File: src/rtl/lcc_pkg.sv
package lcc_pkg;

  typedef enum logic [3:0] {
    KIND_FLAGS = 4'd0,
    KIND_LOGIC = 4'd1,
    KIND_ADD   = 4'd2,
    KIND_SUB   = 4'd3,
    KIND_CMPB  = 4'd4,
    KIND_CMPW  = 4'd5,
    KIND_ADDX  = 4'd6,
    KIND_SUBX  = 4'd7,
    KIND_SHIFT = 4'd8
  } lcc_kind_e;

  typedef struct packed {
    logic n;
    logic z;
    logic v;
    logic c;
  } lcc_flags_t;

  typedef struct packed {
    logic doExt;
    logic doSave;
    logic doResolve;
    logic raiseErr;
  } lcc_strobes_t;

endpackage

File: src/rtl/lcc_eval.sv
module lcc_eval
  import lcc_pkg::*;
#(
  parameter int W = 32
) (
  input  logic [3:0]   kind,
  input  logic [W-1:0] dest,
  input  logic [W-1:0] src,
  output lcc_flags_t   flags,
  output logic         known
);

  localparam int NUM_CMP = 2;
  localparam logic [W-1:0] ONE = W'(1);

  logic zWide, nWide;
  logic [W-1:0] addTmp, addxTmp, subTmp, subxTmp;
  logic vAdd, vAddx, cSub, vSub, cSubx, vSubx;
  lcc_flags_t cmpFlags [NUM_CMP];

  assign zWide = (dest == '0);
  assign nWide = !zWide && dest[W-1];

  // operand of the addition recovered from the sum
  assign addTmp  = dest - src;
  assign addxTmp = dest - src - ONE;
  assign vAdd    = ((src ^ dest) & ~(addTmp ^ src)) >> (W-1) != '0;
  assign vAddx   = ((src ^ dest) & ~(addxTmp ^ src)) >> (W-1) != '0;

  // minuend recovered from the difference
  assign subTmp  = dest + src;
  assign subxTmp = dest + src + ONE;
  assign cSub    = subTmp < src;
  assign cSubx   = subxTmp <= src;
  assign vSub    = ((subTmp ^ dest) & (subTmp ^ src)) >> (W-1) != '0;
  assign vSubx   = ((subxTmp ^ dest) & (subxTmp ^ src)) >> (W-1) != '0;

  // narrow compares: index 0 byte, index 1 halfword
  for (genvar g = 0; g < NUM_CMP; g++) begin : g_cmp
    localparam int CW = (g == 0) ? 8 : 16;
    logic [CW-1:0] dNar, sNar, mNar;
    assign dNar = dest[CW-1:0];
    assign sNar = src[CW-1:0];
    assign mNar = dNar + sNar;
    assign cmpFlags[g].z = (dNar == '0);
    assign cmpFlags[g].n = (dNar != '0) && dNar[CW-1];
    assign cmpFlags[g].c = mNar < sNar;
    assign cmpFlags[g].v = mNar[CW-1] != dNar[CW-1] && mNar[CW-1] != sNar[CW-1];
  end

  always_comb begin
    flags = '0;
    known = 1'b1;
    case (kind)
      KIND_FLAGS: flags = lcc_flags_t'(dest[3:0]);
      KIND_LOGIC: flags = '{n: nWide, z: zWide, v: 1'b0, c: 1'b0};
      KIND_ADD:   flags = '{n: nWide, z: zWide, v: vAdd, c: dest < src};
      KIND_SUB:   flags = '{n: nWide, z: zWide, v: vSub, c: cSub};
      KIND_CMPB:  flags = cmpFlags[0];
      KIND_CMPW:  flags = cmpFlags[1];
      KIND_ADDX:  flags = '{n: nWide, z: zWide, v: vAddx, c: dest <= src};
      KIND_SUBX:  flags = '{n: nWide, z: zWide, v: vSubx, c: cSubx};
      KIND_SHIFT: flags = '{n: nWide, z: zWide, v: 1'b0, c: src != '0};
      default: begin
        flags = '0;
        known = 1'b0;
      end
    endcase
  end

endmodule

File: src/rtl/lcc_ctrl.sv
module lcc_ctrl
  import lcc_pkg::*;
(
  input  logic         clk,
  input  logic         rstN,
  input  logic         saveValid,
  input  logic         resolveStrobe,
  input  logic         extValid,
  input  logic         kindKnown,
  output lcc_strobes_t strobes,
  output logic         isResolved,
  output logic         kindError
);

  always_comb begin
    strobes = '0;
    if (extValid) begin
      strobes.doExt = 1'b1;
    end else if (saveValid) begin
      strobes.doSave = 1'b1;
    end else if (resolveStrobe) begin
      if (kindKnown) strobes.doResolve = 1'b1;
      else           strobes.raiseErr  = 1'b1;
    end
  end

  always_ff @(posedge clk) begin
    if (!rstN) begin
      isResolved <= 1'b1;
      kindError  <= 1'b0;
    end else begin
      kindError <= strobes.raiseErr;
      if (strobes.doExt || strobes.doResolve) isResolved <= 1'b1;
      else if (strobes.doSave)                isResolved <= 1'b0;
    end
  end

  AST_SAVE_PENDS: assert property (@(posedge clk) disable iff (!rstN)
    strobes.doSave |=> !isResolved);
  AST_RESOLVE_MARKS: assert property (@(posedge clk) disable iff (!rstN)
    (strobes.doResolve || strobes.doExt) |=> isResolved);
  AST_ERR_KEEPS_STATE: assert property (@(posedge clk) disable iff (!rstN)
    strobes.raiseErr |=> $stable(isResolved));

endmodule

File: src/rtl/lcc_datapath.sv
module lcc_datapath
  import lcc_pkg::*;
#(
  parameter int W = 32
) (
  input  logic         clk,
  input  logic         rstN,
  input  lcc_strobes_t strobes,
  input  logic [3:0]   saveKind,
  input  logic [W-1:0] saveResult,
  input  logic [W-1:0] saveSource,
  input  logic         extSub,
  input  logic [W-1:0] extOpA,
  input  logic [W-1:0] extOpB,
  output lcc_flags_t   flagsQ,
  output logic         xBit,
  output logic [W-1:0] extResult,
  output logic         kindKnown
);

  localparam logic [W-1:0] ONE = W'(1);

  logic [3:0]   storedKind;
  logic [W-1:0] storedDest, storedSrc;
  lcc_flags_t   resFlags, extFlags, extCommit;
  logic [W-1:0] extRes;
  logic         extXNew, extKnown;
  logic [3:0]   extKind;

  // saved-state evaluator
  lcc_eval #(.W(W)) savedEvalI (
    .kind (storedKind),
    .dest (storedDest),
    .src  (storedSrc),
    .flags(resFlags),
    .known(kindKnown)
  );

  // extended arithmetic with incoming extend bit
  always_comb begin
    if (extSub) begin
      extRes  = xBit ? (extOpA - extOpB - ONE) : (extOpA - extOpB);
      extXNew = xBit ? (extOpA <= extOpB) : (extOpA < extOpB);
      extKind = xBit ? KIND_SUBX : KIND_SUB;
    end else begin
      extRes  = xBit ? (extOpA + extOpB + ONE) : (extOpA + extOpB);
      extXNew = xBit ? (extRes <= extOpB) : (extRes < extOpB);
      extKind = xBit ? KIND_ADDX : KIND_ADD;
    end
  end

  lcc_eval #(.W(W)) extEvalI (
    .kind (extKind),
    .dest (extRes),
    .src  (extOpB),
    .flags(extFlags),
    .known(extKnown)
  );

  always_comb begin
    extCommit   = extFlags;
    extCommit.z = extFlags.z & flagsQ.z;
  end

  always_ff @(posedge clk) begin
    if (!rstN) begin
      storedKind <= KIND_FLAGS;
      storedDest <= '0;
      storedSrc  <= '0;
      flagsQ     <= '0;
      xBit       <= 1'b0;
      extResult  <= '0;
    end else if (strobes.doExt) begin
      storedKind <= KIND_FLAGS;
      storedDest <= W'(extCommit);
      storedSrc  <= extOpB;
      flagsQ     <= extCommit;
      xBit       <= extXNew;
      extResult  <= extRes;
    end else if (strobes.doSave) begin
      storedKind <= saveKind;
      storedDest <= saveResult;
      storedSrc  <= saveSource;
    end else if (strobes.doResolve) begin
      storedKind <= KIND_FLAGS;
      storedDest <= W'(resFlags);
      flagsQ     <= resFlags;
    end
  end

  AST_ERR_KEEPS_FLAGS: assert property (@(posedge clk) disable iff (!rstN)
    strobes.raiseErr |=> $stable(flagsQ));
  AST_Z_STICKY: assert property (@(posedge clk) disable iff (!rstN)
    (strobes.doExt && !flagsQ.z) |=> !flagsQ.z);
  AST_X_HOLD: assert property (@(posedge clk) disable iff (!rstN)
    !strobes.doExt |=> $stable(xBit) && $stable(extResult));
  AST_NZ_EXCLUSIVE: assert property (@(posedge clk) disable iff (!rstN)
    (strobes.doResolve && storedKind != KIND_FLAGS) |=> !(flagsQ.n && flagsQ.z));
  AST_SAVE_KEEPS_FLAGS: assert property (@(posedge clk) disable iff (!rstN)
    strobes.doSave |=> $stable(flagsQ));
  AST_EXT_KIND_OK: assert property (@(posedge clk) disable iff (!rstN)
    strobes.doExt |-> extKnown);

endmodule

File: src/rtl/lcc_top.sv
module lcc_top
  import lcc_pkg::*;
#(
  parameter int DATA_W = 32
) (
  input  logic              clk,
  input  logic              rstN,
  input  logic              saveValid,
  input  logic [3:0]        saveKind,
  input  logic [DATA_W-1:0] saveResult,
  input  logic [DATA_W-1:0] saveSource,
  input  logic              resolveStrobe,
  input  logic              extValid,
  input  logic              extSub,
  input  logic [DATA_W-1:0] extOpA,
  input  logic [DATA_W-1:0] extOpB,
  output logic [3:0]        ccFlags,
  output logic              xBit,
  output logic              isResolved,
  output logic              kindError,
  output logic [DATA_W-1:0] extResult
);

  lcc_strobes_t strobes;
  lcc_flags_t   flagsQ;
  logic         kindKnown;

  lcc_ctrl ctrlI (
    .clk          (clk),
    .rstN         (rstN),
    .saveValid    (saveValid),
    .resolveStrobe(resolveStrobe),
    .extValid     (extValid),
    .kindKnown    (kindKnown),
    .strobes      (strobes),
    .isResolved   (isResolved),
    .kindError    (kindError)
  );

  lcc_datapath #(.W(DATA_W)) dpI (
    .clk       (clk),
    .rstN      (rstN),
    .strobes   (strobes),
    .saveKind  (saveKind),
    .saveResult(saveResult),
    .saveSource(saveSource),
    .extSub    (extSub),
    .extOpA    (extOpA),
    .extOpB    (extOpB),
    .flagsQ    (flagsQ),
    .xBit      (xBit),
    .extResult (extResult),
    .kindKnown (kindKnown)
  );

  assign ccFlags = flagsQ;

endmodule

File: config.mk
export PLATFORM = sky130hd
export DESIGN_NAME = lcc_top
export DESIGN_NICKNAME = d
export VERILOG_FILES = /design/src/rtl/lcc_pkg.sv /design/src/rtl/lcc_eval.sv /design/src/rtl/lcc_ctrl.sv /design/src/rtl/lcc_datapath.sv /design/src/rtl/lcc_top.sv
export SDC_FILE = /design/constraint.sdc
export NUM_CORES = 1
export LEC_CHECK = 0
export ABC_AREA = 1
export CAP_MARGIN = 40
export CORE_MARGIN = 2
export CORE_UTILIZATION = 30
export CTS_BUF_LIST = sky130_fd_sc_hd__clkbuf_2
export DETAILED_ROUTE_END_ITERATION = 8
export DONT_BUFFER_PORTS = 1
export PLACE_DENSITY = 0.49
export SLEW_MARGIN = 10
export SYNTH_ARGS = -nofsm -noshare
export SYNTH_HDL_FRONTEND = slang
export SYNTH_HIERARCHICAL = 1
export SYNTH_SLANG_ARGS = --single-unit
File: constraint.sdc
create_clock -name clk -period 9.7 [get_ports clk]
set_clock_uncertainty 0.15 [all_clocks]
set_input_delay 1.455 -clock clk [delete_from_list [all_inputs] [get_ports clk]]
set_output_delay 1.455 -clock clk [all_outputs]
set_load 0.01 [all_outputs]
==> impl_metrics.yaml <==
final_layout:
  final_common_cell: "nand2_1"
  final_cell_mix: "1,811 x nand2_1, 967 x inv_1, 383 x nor2_1"
  drive_gt1_frac: 0.0790
  design_area_sq_um: 30300
  finalNonFillerCells: 6549
  syn_to_final_growth_pct: 4.15
  final_util: 0.314
  fin_nets: 5753
grt:
  grt-ovfl-total: 0
  antenna_found_initial: 9
  grt_max_degree: 44
  grt_first_pass_wirelength_um: 197000
  grtUsageTotal: 0.268
  grt_pass1_vias: 30700
power_and_ir_drop:
  power_mw: 3.25
  p_sw_frac: 0.612
  p_int_mw: 1.26
  ir_worst_vdd_mv: 0.0795
  seqPwrFrac: 0.159
  cellPowerDensity_nw_per_um2: 107
  leakagePower_nw: 16.8
  power.switching_mw: 1.99
  power.share.clock: 0.075
  share_comb_of_total_power: 0.765
sta:
  relSlewSlack: 0.353
  setup_tns_ns: 0
  timing.final.ws_setup_ns: 1.43
  period_needed_ns: 8.27
  finalSetupViolations: 0
  fin_crit_sh: 0.853
  slew_viol_final: 0
  whs_ns: 0.375
  rsz0062_at_grt: "no"
  max_freq_ghz: 0.121
  final_hold_viol_count: 0
  tightest_slew_ns: 0.962
cts:
  clk_path_buf_depth: 2
  cts_sinks: 107
  path_clk_slew_ns: 0.31
  h-tree-depth: 3
  clock_latency_ns: 0.94
  ctsHoldBuffers: 0
  cts_made_buffers: 9
  cts_resized: 0
  cts_setup_buffers: 0
  tritoncts: "built"
  ctsRootBufferMaster: "clkbuf_2"
placement:
  place_congestion: 1.02
  hpwl_um: 120000
  placed_area_sq_um: 30100
  dpl.cell_count: 6524
  place_ws_ns: 0.693
  numPortBuffers: 0
critical_path:
  arrival_ns: 8.92
  worstPathMaxFanout: 9
  path_common_cell: "nand2_1"
  max_stage_delay_ns: 0.46
  cpMaxStageDelayCell: "ha_1"
  critPathKind: "in -> reg"
  endpoint_kind: "flop"
  required_ns: 10.35
  critPathLaunchType: "input pin"
die:
  boundaryPins: 177
  die_x_um: 315
  initial_core_util: 0.302
  core-area_sq_um: 96300
  num_rows: 114
  die-area_sq_um: 99300
  die_h_um: 315
route:
  vias_per_cell: 5.01
  drt-pass1-iter-count: 7
  wl_per_cell_um: 20.8
  drc: 0
  drt-initial-drc-count: 3134
  via_count: 32800
  wirelength_um: 136000
  ant_nets: 0
yosys:
  synth_cells: 5340
  synth_area_sq_um: 29100
  postSynthAreaPerCell_sq_um: 5.44
  ys_warn_count: 6
outcome:
  status: "finished clean"
run:
  cap_viol_max_count: 0
hold_path:
  hp-class: "reg -> reg"
-- sequential cells by signal (all words and copies together), names as in the netlist --
| register | flops |
|---|---|
| dpI/xBit | 1 |
| dpI/extResult | 32 |
| dpI/flagsQ | 4 |
| dpI/storedSrc | 32 |
| dpI/storedKind | 4 |
| dpI/storedDest | 32 |
| ctrlI/kindError | 1 |
| ctrlI/isResolved | 1 |
-- power by group through the flow --
stage	sequential (mW)	clock (mW)	combinational, mW
CTS	0.517	0.256	2.45
finish	0.518	0.244	2.49
global placement	0.524	0	2.45
detailed placement	0.523	0	2.44
global route	0.522	0.271	2.77
floorplan	0.503	0	1.78
-- metal layers --
layer	global-route usage	routed length, um	up-vias
met2	0.454	62800	1169
li1	-	-	16500
met5	0	40	-
met1	0.339	58100	14900
met3	0.0537	10200	194
met4	0.0872	4980	6
-- worst paths after layout --
kind | slack [ns] | cells after the start | startpoint | to
setup / recovery | 1.43 | 44 | extOpB[5] | dpI/storedDest[0]
hold / removal | 0.38 | 2 | dpI/extResult[31] | dpI/extResult[31]
setup reg to reg | 2.21 | 38 | dpI/xBit | dpI/storedDest[0]
hold reg to reg | 0.38 | 2 | dpI/extResult[31] | dpI/extResult[31]
-- final cells by class --
class                      instances  area, sq um
tap                             1276         1600
clock inverter                     7         66.3
antenna                            8         20.0
clock buffer                       9         45.0
timing repair buffer              26          205
multi-input combinational       4082        22300
fill                           11300        66000
inverter                        1034         3890
sequential                       107         2140
-- critical path, delay by kind of cell --
kind                     cells  cell delay [ns]
buffers and inverters        2             0.21
AO/OA/AOI/OAI                5             0.77
AND/OR/NAND/NOR             32             4.90
adder cells (fa/ha/maj)      3             1.21
XOR/XNOR                     2             0.33
Power figures use the tool's default switching activity.
